**src/rtl/scanout_pkg.sv**
```systemverilog
package scanout_pkg;
  localparam int WORD_W = 32;

  typedef enum logic [1:0] {
    REG_SHOWN  = 2'd0,
    REG_DRAW   = 2'd1,
    REG_RESOL  = 2'd2,
    REG_STATUS = 2'd3
  } reg_sel_e;

  localparam int CTRL_EN_BIT = 2;
endpackage

```
**src/rtl/scanout_swap_ptrs.sv**
```systemverilog
module scanout_swap_ptrs #(
  parameter int                     PTR_W     = 32,
  parameter logic [PTR_W-1:0]       RESET_PTR = 32'h0800_0000
) (
  input  logic             clk,
  input  logic             rst,
  input  logic             swap_req,
  input  logic             draw_wr,
  input  logic [PTR_W-1:0] draw_wdata,
  input  logic             frame_done,
  output logic [PTR_W-1:0] shown_q,
  output logic [PTR_W-1:0] draw_q,
  output logic             pend_q
);
  logic do_swap;

  // exchange fires at a frame end if armed earlier or armed this very clock
  assign do_swap = frame_done && (pend_q || swap_req);

  always_ff @(posedge clk) begin
    if (rst) begin
      shown_q <= RESET_PTR;
      draw_q  <= RESET_PTR;
      pend_q  <= 1'b0;
    end else begin
      if (do_swap) begin
        shown_q <= draw_q;
        draw_q  <= draw_wr ? draw_wdata : shown_q;
        pend_q  <= 1'b0;
      end else begin
        if (draw_wr) draw_q <= draw_wdata;
        if (swap_req) pend_q <= 1'b1;
      end
    end
  end
endmodule

```
**src/rtl/scanout_ctrl.sv**
```systemverilog
module scanout_ctrl #(
  parameter logic EN_RESET = 1'b1
) (
  input  logic clk,
  input  logic rst,
  input  logic ctrl_wr,
  input  logic en_bit,
  output logic en_q
);
  always_ff @(posedge clk) begin
    if (rst)          en_q <= EN_RESET;
    else if (ctrl_wr) en_q <= en_bit;
  end
endmodule

```
**src/rtl/scanout_rd_mux.sv**
```systemverilog
module scanout_rd_mux
  import scanout_pkg::*;
(
  input  logic              clk,
  input  logic              rst,
  input  logic              rd,
  input  reg_sel_e          sel,
  input  logic [WORD_W-1:0] shown,
  input  logic [WORD_W-1:0] draw,
  input  logic [WORD_W-1:0] resol,
  input  logic [WORD_W-1:0] status,
  output logic [WORD_W-1:0] rdata_q
);
  logic [WORD_W-1:0] pick;

  always_comb begin
    unique case (sel)
      REG_SHOWN: pick = shown;
      REG_DRAW:  pick = draw;
      REG_RESOL: pick = resol;
      default:   pick = status;
    endcase
  end

  always_ff @(posedge clk) begin
    if (rst)     rdata_q <= '0;
    else if (rd) rdata_q <= pick;
  end
endmodule

```
**src/rtl/scanout_ptr_ctrl.sv**
```systemverilog
module scanout_ptr_ctrl
  import scanout_pkg::*;
#(
  parameter logic [31:0] RESET_PTR = 32'h0800_0000,
  parameter int          H_ACTIVE  = 320,
  parameter int          V_ACTIVE  = 240,
  parameter int          PIX_BITS  = 16,
  parameter int          COL_AW    = 9,
  parameter int          ROW_AW    = 8
) (
  input  logic        clk,
  input  logic        rst,
  input  logic        bus_wr,
  input  logic        bus_rd,
  input  logic [1:0]  bus_addr,
  input  logic [31:0] bus_wdata,
  output logic [31:0] bus_rdata,
  input  logic        frame_done,
  output logic [31:0] scan_base,
  output logic        scan_enable
);
  localparam int          PIX_BYTES = PIX_BITS / 8;
  localparam logic [15:0] RES_COLS  = 16'(H_ACTIVE);
  localparam logic [15:0] RES_ROWS  = 16'(V_ACTIVE);
  localparam logic [3:0]  BS_FIELD  = 4'(PIX_BITS - 1);
  localparam logic [1:0]  SB_FIELD  = 2'(PIX_BYTES - 1);
  localparam logic [7:0]  COL_FIELD = 8'(COL_AW);
  localparam logic [7:0]  ROW_FIELD = 8'(ROW_AW);

  reg_sel_e    sel;
  logic        wr_shown, wr_draw, wr_ctrl;
  logic [31:0] shown_q, back_q;
  logic        swap_pend, en_q;
  logic [31:0] resol_word, status_word;

  assign sel      = reg_sel_e'(bus_addr);
  assign wr_shown = bus_wr && (sel == REG_SHOWN);
  assign wr_draw  = bus_wr && (sel == REG_DRAW);
  assign wr_ctrl  = bus_wr && (sel == REG_STATUS);

  scanout_swap_ptrs #(.PTR_W(WORD_W), .RESET_PTR(RESET_PTR)) ptrs_i (
    .clk        (clk),
    .rst        (rst),
    .swap_req   (wr_shown),
    .draw_wr    (wr_draw),
    .draw_wdata (bus_wdata),
    .frame_done (frame_done),
    .shown_q    (shown_q),
    .draw_q     (back_q),
    .pend_q     (swap_pend)
  );

  scanout_ctrl #(.EN_RESET(1'b1)) ctrl_i (
    .clk     (clk),
    .rst     (rst),
    .ctrl_wr (wr_ctrl),
    .en_bit  (bus_wdata[CTRL_EN_BIT]),
    .en_q    (en_q)
  );

  assign resol_word  = {RES_ROWS, RES_COLS};
  assign status_word = {ROW_FIELD, COL_FIELD, 4'b0, BS_FIELD, SB_FIELD,
                        3'b0, en_q, 1'b0, swap_pend};

  scanout_rd_mux rd_i (
    .clk     (clk),
    .rst     (rst),
    .rd      (bus_rd),
    .sel     (sel),
    .shown   (shown_q),
    .draw    (back_q),
    .resol   (resol_word),
    .status  (status_word),
    .rdata_q (bus_rdata)
  );

  assign scan_base   = shown_q;
  assign scan_enable = en_q;
endmodule

```
**config.mk**
```make
export PLATFORM = sky130hd
export DESIGN_NAME = scanout_ptr_ctrl
export DESIGN_NICKNAME = d
export VERILOG_FILES = /design/src/rtl/scanout_pkg.sv /design/src/rtl/scanout_swap_ptrs.sv /design/src/rtl/scanout_ctrl.sv /design/src/rtl/scanout_rd_mux.sv /design/src/rtl/scanout_ptr_ctrl.sv
export SDC_FILE = /design/constraint.sdc
export NUM_CORES = 1
export LEC_CHECK = 0
export BUFFER_PORTS_ARGS = -buffer_cell sky130_fd_sc_hd__buf_2
export CORE_UTILIZATION = 54
export DETAILED_ROUTE_END_ITERATION = 16
export PLACE_DENSITY_LB_ADDON = 0.2
export RECOVER_POWER = 50
export SKIP_LAST_GASP = 1
export SYNTH_ARGS = -nofsm -noshare
export SYNTH_HDL_FRONTEND = slang
export SYNTH_SLANG_ARGS = --single-unit
```
**constraint.sdc**
```tcl
create_clock -name clk -period 1.35 [get_ports clk]
set_input_delay 0.27 -clock clk [delete_from_list [all_inputs] [get_ports clk]]
set_output_delay 0.27 -clock clk [all_outputs]
set_load 0.01 [all_outputs]
```
* After elaboration in Yosys (flattened, before gate mapping)
Cells that the tools add are included.
** Cells by class
- Muxes and demuxes :: 4
- Reduce and logical (&&, ||, !) cells :: 8
- Eq/ne operators :: 3
** Operators with widths (count)
- 32-bit 2-to-1 mux :: 3
- 32-bit case mux with 3 select lines :: 1
- 2-bit == test, second input constant :: 2
- 1-bit logical AND :: 4
- 2-bit by 1-bit == test with 1-bit output, second input constant :: 1
- 2-bit logical NOT :: 1
- 2-bit nonzero test :: 1
- 2-bit OR reduction :: 1
- 1-bit logical OR :: 1
** Word-level totals
- Word-level logic and storage cells :: 20
- Register bits :: 98
- Output and inout bits :: 65

* Logic depth before layout (Yosys ltp)
Gate-level depths: netlist of the first run.
- Depth in word-level cells :: 5
- Mapped depth :: 6

* Hierarchy
A second synthesis of the first run with hierarchy kept.
** Second synthesis, totals
- Cell total of the unflattened synthesis :: 513
- Area, all modules :: 5167.5 sq um
** By module, submodules not included
- scanout_swap_ptrs :: cells an instance 323, area an instance 2930.3 sq um, instances 1
- scanout_rd_mux :: cells an instance 182, area an instance 2165.8 sq um, instances 1
- scanout_ptr_ctrl :: cells an instance 5, area an instance 36.3 sq um, instances 1
- scanout_ctrl :: cells an instance 3, area an instance 35.0 sq um, instances 1

* Worst setup path after synthesis of the first run
OpenSTA, ideal clock, no wires.
- Path kind :: input -> register
- From :: input port bus_addr[0]
- To :: register rd_i.rdata_q[24]
- Path buffers :: 2
- Stages :: 5
- Data arrival time :: 1.111 ns
- Setup slack :: 0.111 ns
- Cells stage by stage :: buf_4 buf_2 mux2_2 a21oi_1 nor2_1
** On the way
- Cells in the longest elaborated chain, start to end :: 2
- Elaborated cells between the ends (all ways) :: 4
- Classes of those cells :: eq/ne: 2; mux: 1; reduce/logical: 1
** RTL lines
- from (decl) :: RTL line scanout_ptr_ctrl.sv:15 : input logic [1:0] bus_addr,
- 2-bit == test (tied with other cells) :: RTL line scanout_rd_mux.sv:17 : unique case (sel)
- 32-bit case mux with 3 select lines (*) :: RTL line scanout_rd_mux.sv:17
- to (signal assigned) :: RTL line scanout_rd_mux.sv:27 : else if (rd) rdata_q <= pick;
- to (decl) :: RTL line scanout_rd_mux.sv:12 : output logic [WORD_W-1:0] rdata_q
Every way passes the cells marked *; elsewhere a longest branch is shown, timed or not.
A chain may end at the register's enable or synchronous reset.

* Worst setup path after layout of the first run
- From :: register ptrs_i.pend_q
- To :: register ptrs_i.draw_q[0]
** On the way
- Cells in the longest elaborated chain, start to end :: 3
- Elaborated cells between the ends (all ways) :: 4
- Classes of those cells :: mux: 1; reduce/logical: 3
** RTL lines
- from (decl) :: RTL line scanout_swap_ptrs.sv:13 : output logic pend_q
- from (signal assigned) :: RTL line scanout_swap_ptrs.sv:24 : pend_q <= 1'b0;
- from (signal assigned) :: RTL line scanout_swap_ptrs.sv:29 : pend_q <= 1'b0;
- from (signal assigned) :: RTL line scanout_swap_ptrs.sv:32 : if (swap_req) pend_q <= 1'b1;
- 1-bit logical OR (*) :: RTL line scanout_swap_ptrs.sv:18 : assign do_swap = frame_done && (pend_q || swap_req);
- 1-bit logical AND (*) :: RTL line scanout_swap_ptrs.sv:18
- 32-bit 2-to-1 mux or 2-bit nonzero test (tied branches)
- to (signal assigned) :: RTL line scanout_swap_ptrs.sv:28 : draw_q <= draw_wr ? draw_wdata : shown_q;
- to (signal assigned) :: RTL line scanout_swap_ptrs.sv:31 : if (draw_wr) draw_q <= draw_wdata;
- to (decl) :: RTL line scanout_swap_ptrs.sv:12 : output logic [PTR_W-1:0] draw_q,
Marked as above.

==> impl_metrics.tcl, run 1 <==
set metrics [dict create \
    vias_per_cell 5.995 \
    cts_buffers 9 \
    criticalPathCategory "flop to flop" \
    cts_root_buffer "clkbuf_8" \
    route.detailed.drc 0 \
    power_density_nw_per_um2 1016 \
    initial_core_util_pct 56.83 \
    synth_cell_types 34 \
    core_um2 8341 \
    cts.sinks 98 \
    hold_viol 0 \
    leakagePower_uw 0.002093 \
    clk_path_buf_depth 2 \
    ir_drop_v 0.0005350 \
    antenna_found_initial 0 \
    ant_nets 0 \
    synthCells 527 \
    finalSetupTns_ps 0 \
    grt.overflow.total 0 \
    status "finished, final reports clean" \
    crit_arrival_ps 1550 \
    portBuffers 103 \
    vias 4388 \
    postLayoutCoreUtil_pct 68.51 \
    ys_seq_elements 98 \
    fmax_ghz 0.7826 \
    grt_pass1_wl_um 19240 \
    synth_seq_area_share_pct 41.39 \
    die-area_um2 9156 \
    clk_pin_slew_ps 100 \
    diodes 0 \
    nets 661 \
    syn_avg_cell_area_um2 8.993 \
    final_cell_mix "dfxtp_1, buf_2, nand3_1, a21oi_1, nor2_1" \
    period_needed_ps 1278 \
    cts_tree "yes" \
    worst_pin_slew_ps 398.4 \
    max_slew_margin_pct 73.44 \
    netlist_area_um2 4740 \
    yosys_warnings 0 \
    die_h_um 95.69 \
    dp_hpwl_um 8157 \
    synth_fp_nets 566 \
    grt_pass1_vias 3990 \
    drive_gt1_share_pct 31.74 \
    htree_levels 3 \
    wl_per_cell_um 16.38 \
    dieWidth_um 95.69 \
    worst_ep_required_time_ps 1620 \
    cts_hold_buf 0 \
    wl_um 11990 \
    finalSetupViolations 0 \
    grt_max_degree 38 \
    finalCritPeriodShare_pct 94.65 \
    cts_setup_buffers 0 \
    hp-class "input pin to flop" \
    ios 104 \
    gp_congestion 0.7657 \
    first_iter_violations 138 \
    area_growth_pct 20.56 \
    max_cap_violations 0 \
    fillers 720 \
    startpoint_type "flop" \
    worstPathMaxFanout 28 \
    grt_setup_unrepaired "no" \
    power_uw 5807 \
    cp-end-kind "flop" \
    insertion_delay_ps 360 \
    layout_commonest_cell "dfxtp_1" \
    dr.pass1.iters 5 \
    rows 33 \
    finalMaxSlewViolations 0 \
    skew_ps 7.628 \
    grt_usage_pct 26.82 \
]
-- where the power goes --
group | internal, uW | switching [uW]
logic | 285 | 354
clock network | 1100 | 1030
registers | 2980 | 64.1
-- what timing repair did --
| action | CTS | global route |
|---|---|---|
| resized for setup | 0 | 1 |
| hold endpoints to repair | 0 | 0 |
| setup endpoints to repair | 0 | 2 |
-- cells by family after synthesis --
logic type	Yosys count	synth area share (%)
AO/OA/AOI/OAI	170	27.32
buffers and inverters	59	7.128
AND/OR/NAND/NOR	177	18.77
multiplexers	23	5.386
flip-flops	98	41.39
-- metal layers --
metal  share of wire [%]  wire length (um)  track usage (%)  up-vias
met5                   0                 0                0        -
met1                  43              5138            35.21     2119
met2                  50              5940            44.82      156
met3                 5.3               631            3.190       24
li1                    -                 -                -     2089
met4                 2.3               277            10.57        0
-- layout make-up --
cell class              count  area, um^2  area share (%)
inverters                   1       3.754         0.06569
multi-input cells         370        2465           43.14
well taps                 105       131.4           2.299
flip-flops and latches     98        1962           34.33
repair buffers            142       924.6           16.18
clock inverters             6       90.09           1.577
clock buffers              10       137.6           2.409
-- flip-flops by register name (all words and copies together) (netlist names) --
name	flops
ptrs_i.draw_q	32
ptrs_i.shown_q	32
rd_i.rdata_q	32
ctrl_i.en_q	1
ptrs_i.pend_q	1
-- cells in the mapped netlist, drive strengths merged --
library cell / n / share of area, %
or3: 4 / 0.53
o311a: 1 / 0.21
a211oi: 2 / 0.32
nand3: 64 / 6.8
nand4bb: 1 / 0.24
and4bb: 1 / 0.26
a311oi: 33 / 9.7
o221ai: 6 / 1.1
nand2: 5 / 0.45
and2: 1 / 0.13
inv: 1 / 0.079
clkbuf: 29 / 2.5
nand2b: 12 / 1.6
buf: 29 / 4.5
mux2i: 3 / 0.63
nor2: 56 / 4.4
mux2: 20 / 4.8
nand4: 1 / 0.13
o21ai: 63 / 8.8
nand3b: 2 / 0.32
o211ai: 5 / 0.90
a21oi: 60 / 6.3
nor2b: 29 / 3.8
dfxtp: 98 / 41
nor3: 1 / 0.11
-- stage by stage --
stage | setup WS, ps | instance area [um^2] | hold slack [ps] | cells
2_1_floorplan | 111.2 | 4740 | 349.3 | 527
3_3_place_gp | -43.65 | 5547 | 454.8 | 716
3_5_place_dp | -109.4 | 5547 | 460.7 | 716
4_1_cts | 44.95 | 5774 | 153.3 | 732
5_1_grt | 14.12 | 5714 | 182.3 | 732
6_report | 72.24 | 5714 | 157.7 | 732
-- worst paths after layout --
check                           slack [ps]                       endpoint                          start  depth (start not counted)
worst min register to register         470  rd_i.rdata_q[20]$_SDFFE_PP0P_  rd_i.rdata_q[20]$_SDFFE_PP0P_                          2
worst max-delay path                    70  ptrs_i.draw_q[0]$_SDFFE_PP0P_     ptrs_i.pend_q$_SDFFE_PP0P_                          4
worst max register to register          70  ptrs_i.draw_q[0]$_SDFFE_PP0P_     ptrs_i.pend_q$_SDFFE_PP0P_                          4
worst min-delay path                   160       ctrl_i.en_q$_SDFFE_PP1P_                   bus_wdata[2]                          3
-- worst max-delay path: stages (launching register included) --
cell	delay [ps]
dfxtp_1	410
and2_4	210
buf_12	190
o21ai_0	110
a311oi_1	270
Power figures use the tool's default switching activity.
==> inputs of run 2 (changes only) <==
--- a/config.mk
+++ b/config.mk
@@ -6,7 +6,7 @@
 export NUM_CORES = 1
 export LEC_CHECK = 0
 export BUFFER_PORTS_ARGS = -buffer_cell sky130_fd_sc_hd__buf_2
-export CORE_UTILIZATION = 54
+export CORE_UTILIZATION = 42
 export DETAILED_ROUTE_END_ITERATION = 16
 export PLACE_DENSITY_LB_ADDON = 0.2
 export RECOVER_POWER = 50
==> impl_metrics.tcl, run 2 (synthesis gave the netlist of run 1 again) <==
set metrics [dict create \
    wl_um 12920 \
    drive_gt1_share_pct 31.94 \
    vias 4293 \
    nets 655 \
    grt_pass1_vias 4181 \
    design_area_um2 5797 \
    ir_drop_v 0.0006065 \
    crit_arrival_ps 1510 \
    cts_tree "yes" \
    cts.sinks 98 \
    grt_pass1_wl_um 20660 \
    dp_slack_ps -147.9 \
    diodes 0 \
    reg.largest.list "ptrs_i.draw_q (32), ptrs_i.shown_q (32), rd_i.rdata_q (32)" \
    hp-class "input pin to flop" \
    wl_per_cell_um 17.00 \
    final_cells 760 \
    die-area_um2 11710 \
    fmax_ghz 0.7981 \
    layout_commonest_cell "dfxtp_1" \
    vias_per_cell 5.649 \
    gp_congestion 0.7661 \
    finalCritPeriodShare_pct 92.81 \
    ant_nets 0 \
    insertion_delay_ps 350 \
    finalSetupViolations 0 \
    cts_hold_buf 0 \
    clk_pin_slew_ps 60 \
    core_um2 10940 \
    grt_max_degree 45 \
    place_inst 744 \
    rows 38 \
    max_cap_violations 0 \
    portBuffers 103 \
    cts_setup_buffers 0 \
    period_needed_ps 1253 \
    worstPathMaxFanout 36 \
    cp-end-kind "flop" \
    area_growth_pct 22.31 \
    antenna_found_initial 0 \
    route.detailed.drc 0 \
    finalMaxSlewViolations 0 \
    power_density_nw_per_um2 1053 \
    initial_core_util_pct 43.34 \
    grt.overflow.total 0 \
    ios 104 \
    worst_pin_slew_ps 377.1 \
    htree_levels 3 \
    grt_usage_pct 22.62 \
    status "finished, final reports clean" \
    skew_ps 5.827 \
    worst_ep_required_time_ps 1610 \
    post_dp_cell_area_um2 5575 \
    max_slew_margin_pct 74.86 \
    dieWidth_um 108.2 \
    grt_setup_unrepaired "no" \
    criticalPathCategory "flop to flop" \
    holdWs_ps 178.5 \
    startpoint_type "flop" \
    dp_hpwl_um 8400 \
    cts_buffers 9 \
    hold_viol 0 \
    fillers 1085 \
    power_uw 6102 \
    worst_slack_ps 97.07 \
    die_h_um 108.2 \
    dr.pass1.iters 4 \
    first_iter_violations 233 \
    cts_root_buffer "clkbuf_16" \
    final_cell_mix "dfxtp_1, buf_2, nand3_1, a21oi_1, nor2_1" \
    leakagePower_uw 0.002126 \
    clk_path_buf_depth 2 \
]
## run 2: layout make-up
type                            instances  area (um^2)  area share, %
Clock inverter                          3        15.01         0.2590
Timing Repair Buffer                  136        928.4          16.02
Sequential cell                        98         1963          33.87
Clock buffer                           12        256.5          4.425
Tap cell                              140        175.2          3.022
Inverter                                1        3.754        0.06475
Multi-Input combinational cell        370         2455          42.35
## run 2: report_power, final
part | internal, uW | leakage (uW) | total (uW) | switching, uW
Combinational | 284 | 0.00119 | 644 | 359
Sequential | 2980 | 0.000797 | 3040 | 62.6
Clock | 1330 | 0.000138 | 2420 | 1080
## run 2: metal layers
metal	track usage [%]	share of wire [%]	vias to the layer above
met4	9.883	1.8	0
met5	0	0	-
met2	38.40	49	122
li1	-	-	2084
met3	4.099	5.9	16
met1	27.90	44	2071
## run 2: worst max-delay path: stages, from the launching register on
cell and delay [ps]:
dfxtp_2 340, nand2_1 160, buf_12 230, nand3_1 140, a311oi_2 280
## run 2: final timing paths
| path | cells after the start | start | endpoint | slack [ps] |
|---|---|---|---|---|
| max | 4 | ptrs_i.pend_q$_SDFFE_PP0P_ | ptrs_i.draw_q[5]$_SDFFE_PP0P_ | 100 |
| min | 3 | bus_wdata[2] | ctrl_i.en_q$_SDFFE_PP1P_ | 180 |
| max reg2reg | 4 | ptrs_i.pend_q$_SDFFE_PP0P_ | ptrs_i.draw_q[5]$_SDFFE_PP0P_ | 100 |
| min reg2reg | 2 | rd_i.rdata_q[21]$_SDFFE_PP0P_ | rd_i.rdata_q[21]$_SDFFE_PP0P_ | 480 |
## run 2: through the flow
stage / util [%] / setup TNS [ps]
after floorplan: - / 0
after global placement: 50.98 / -2078
after detailed placement: 50.98 / -3744
after CTS: 53.47 / 0
after global routing: 53.01 / 0
final: 53.01 / 0
## run 2: repair_timing
item | 4_1_cts | 5_1_grt
endpoints found under the hold margin | 0 | 0
endpoints found under the setup margin | 0 | 3
resized for setup | 0 | 2
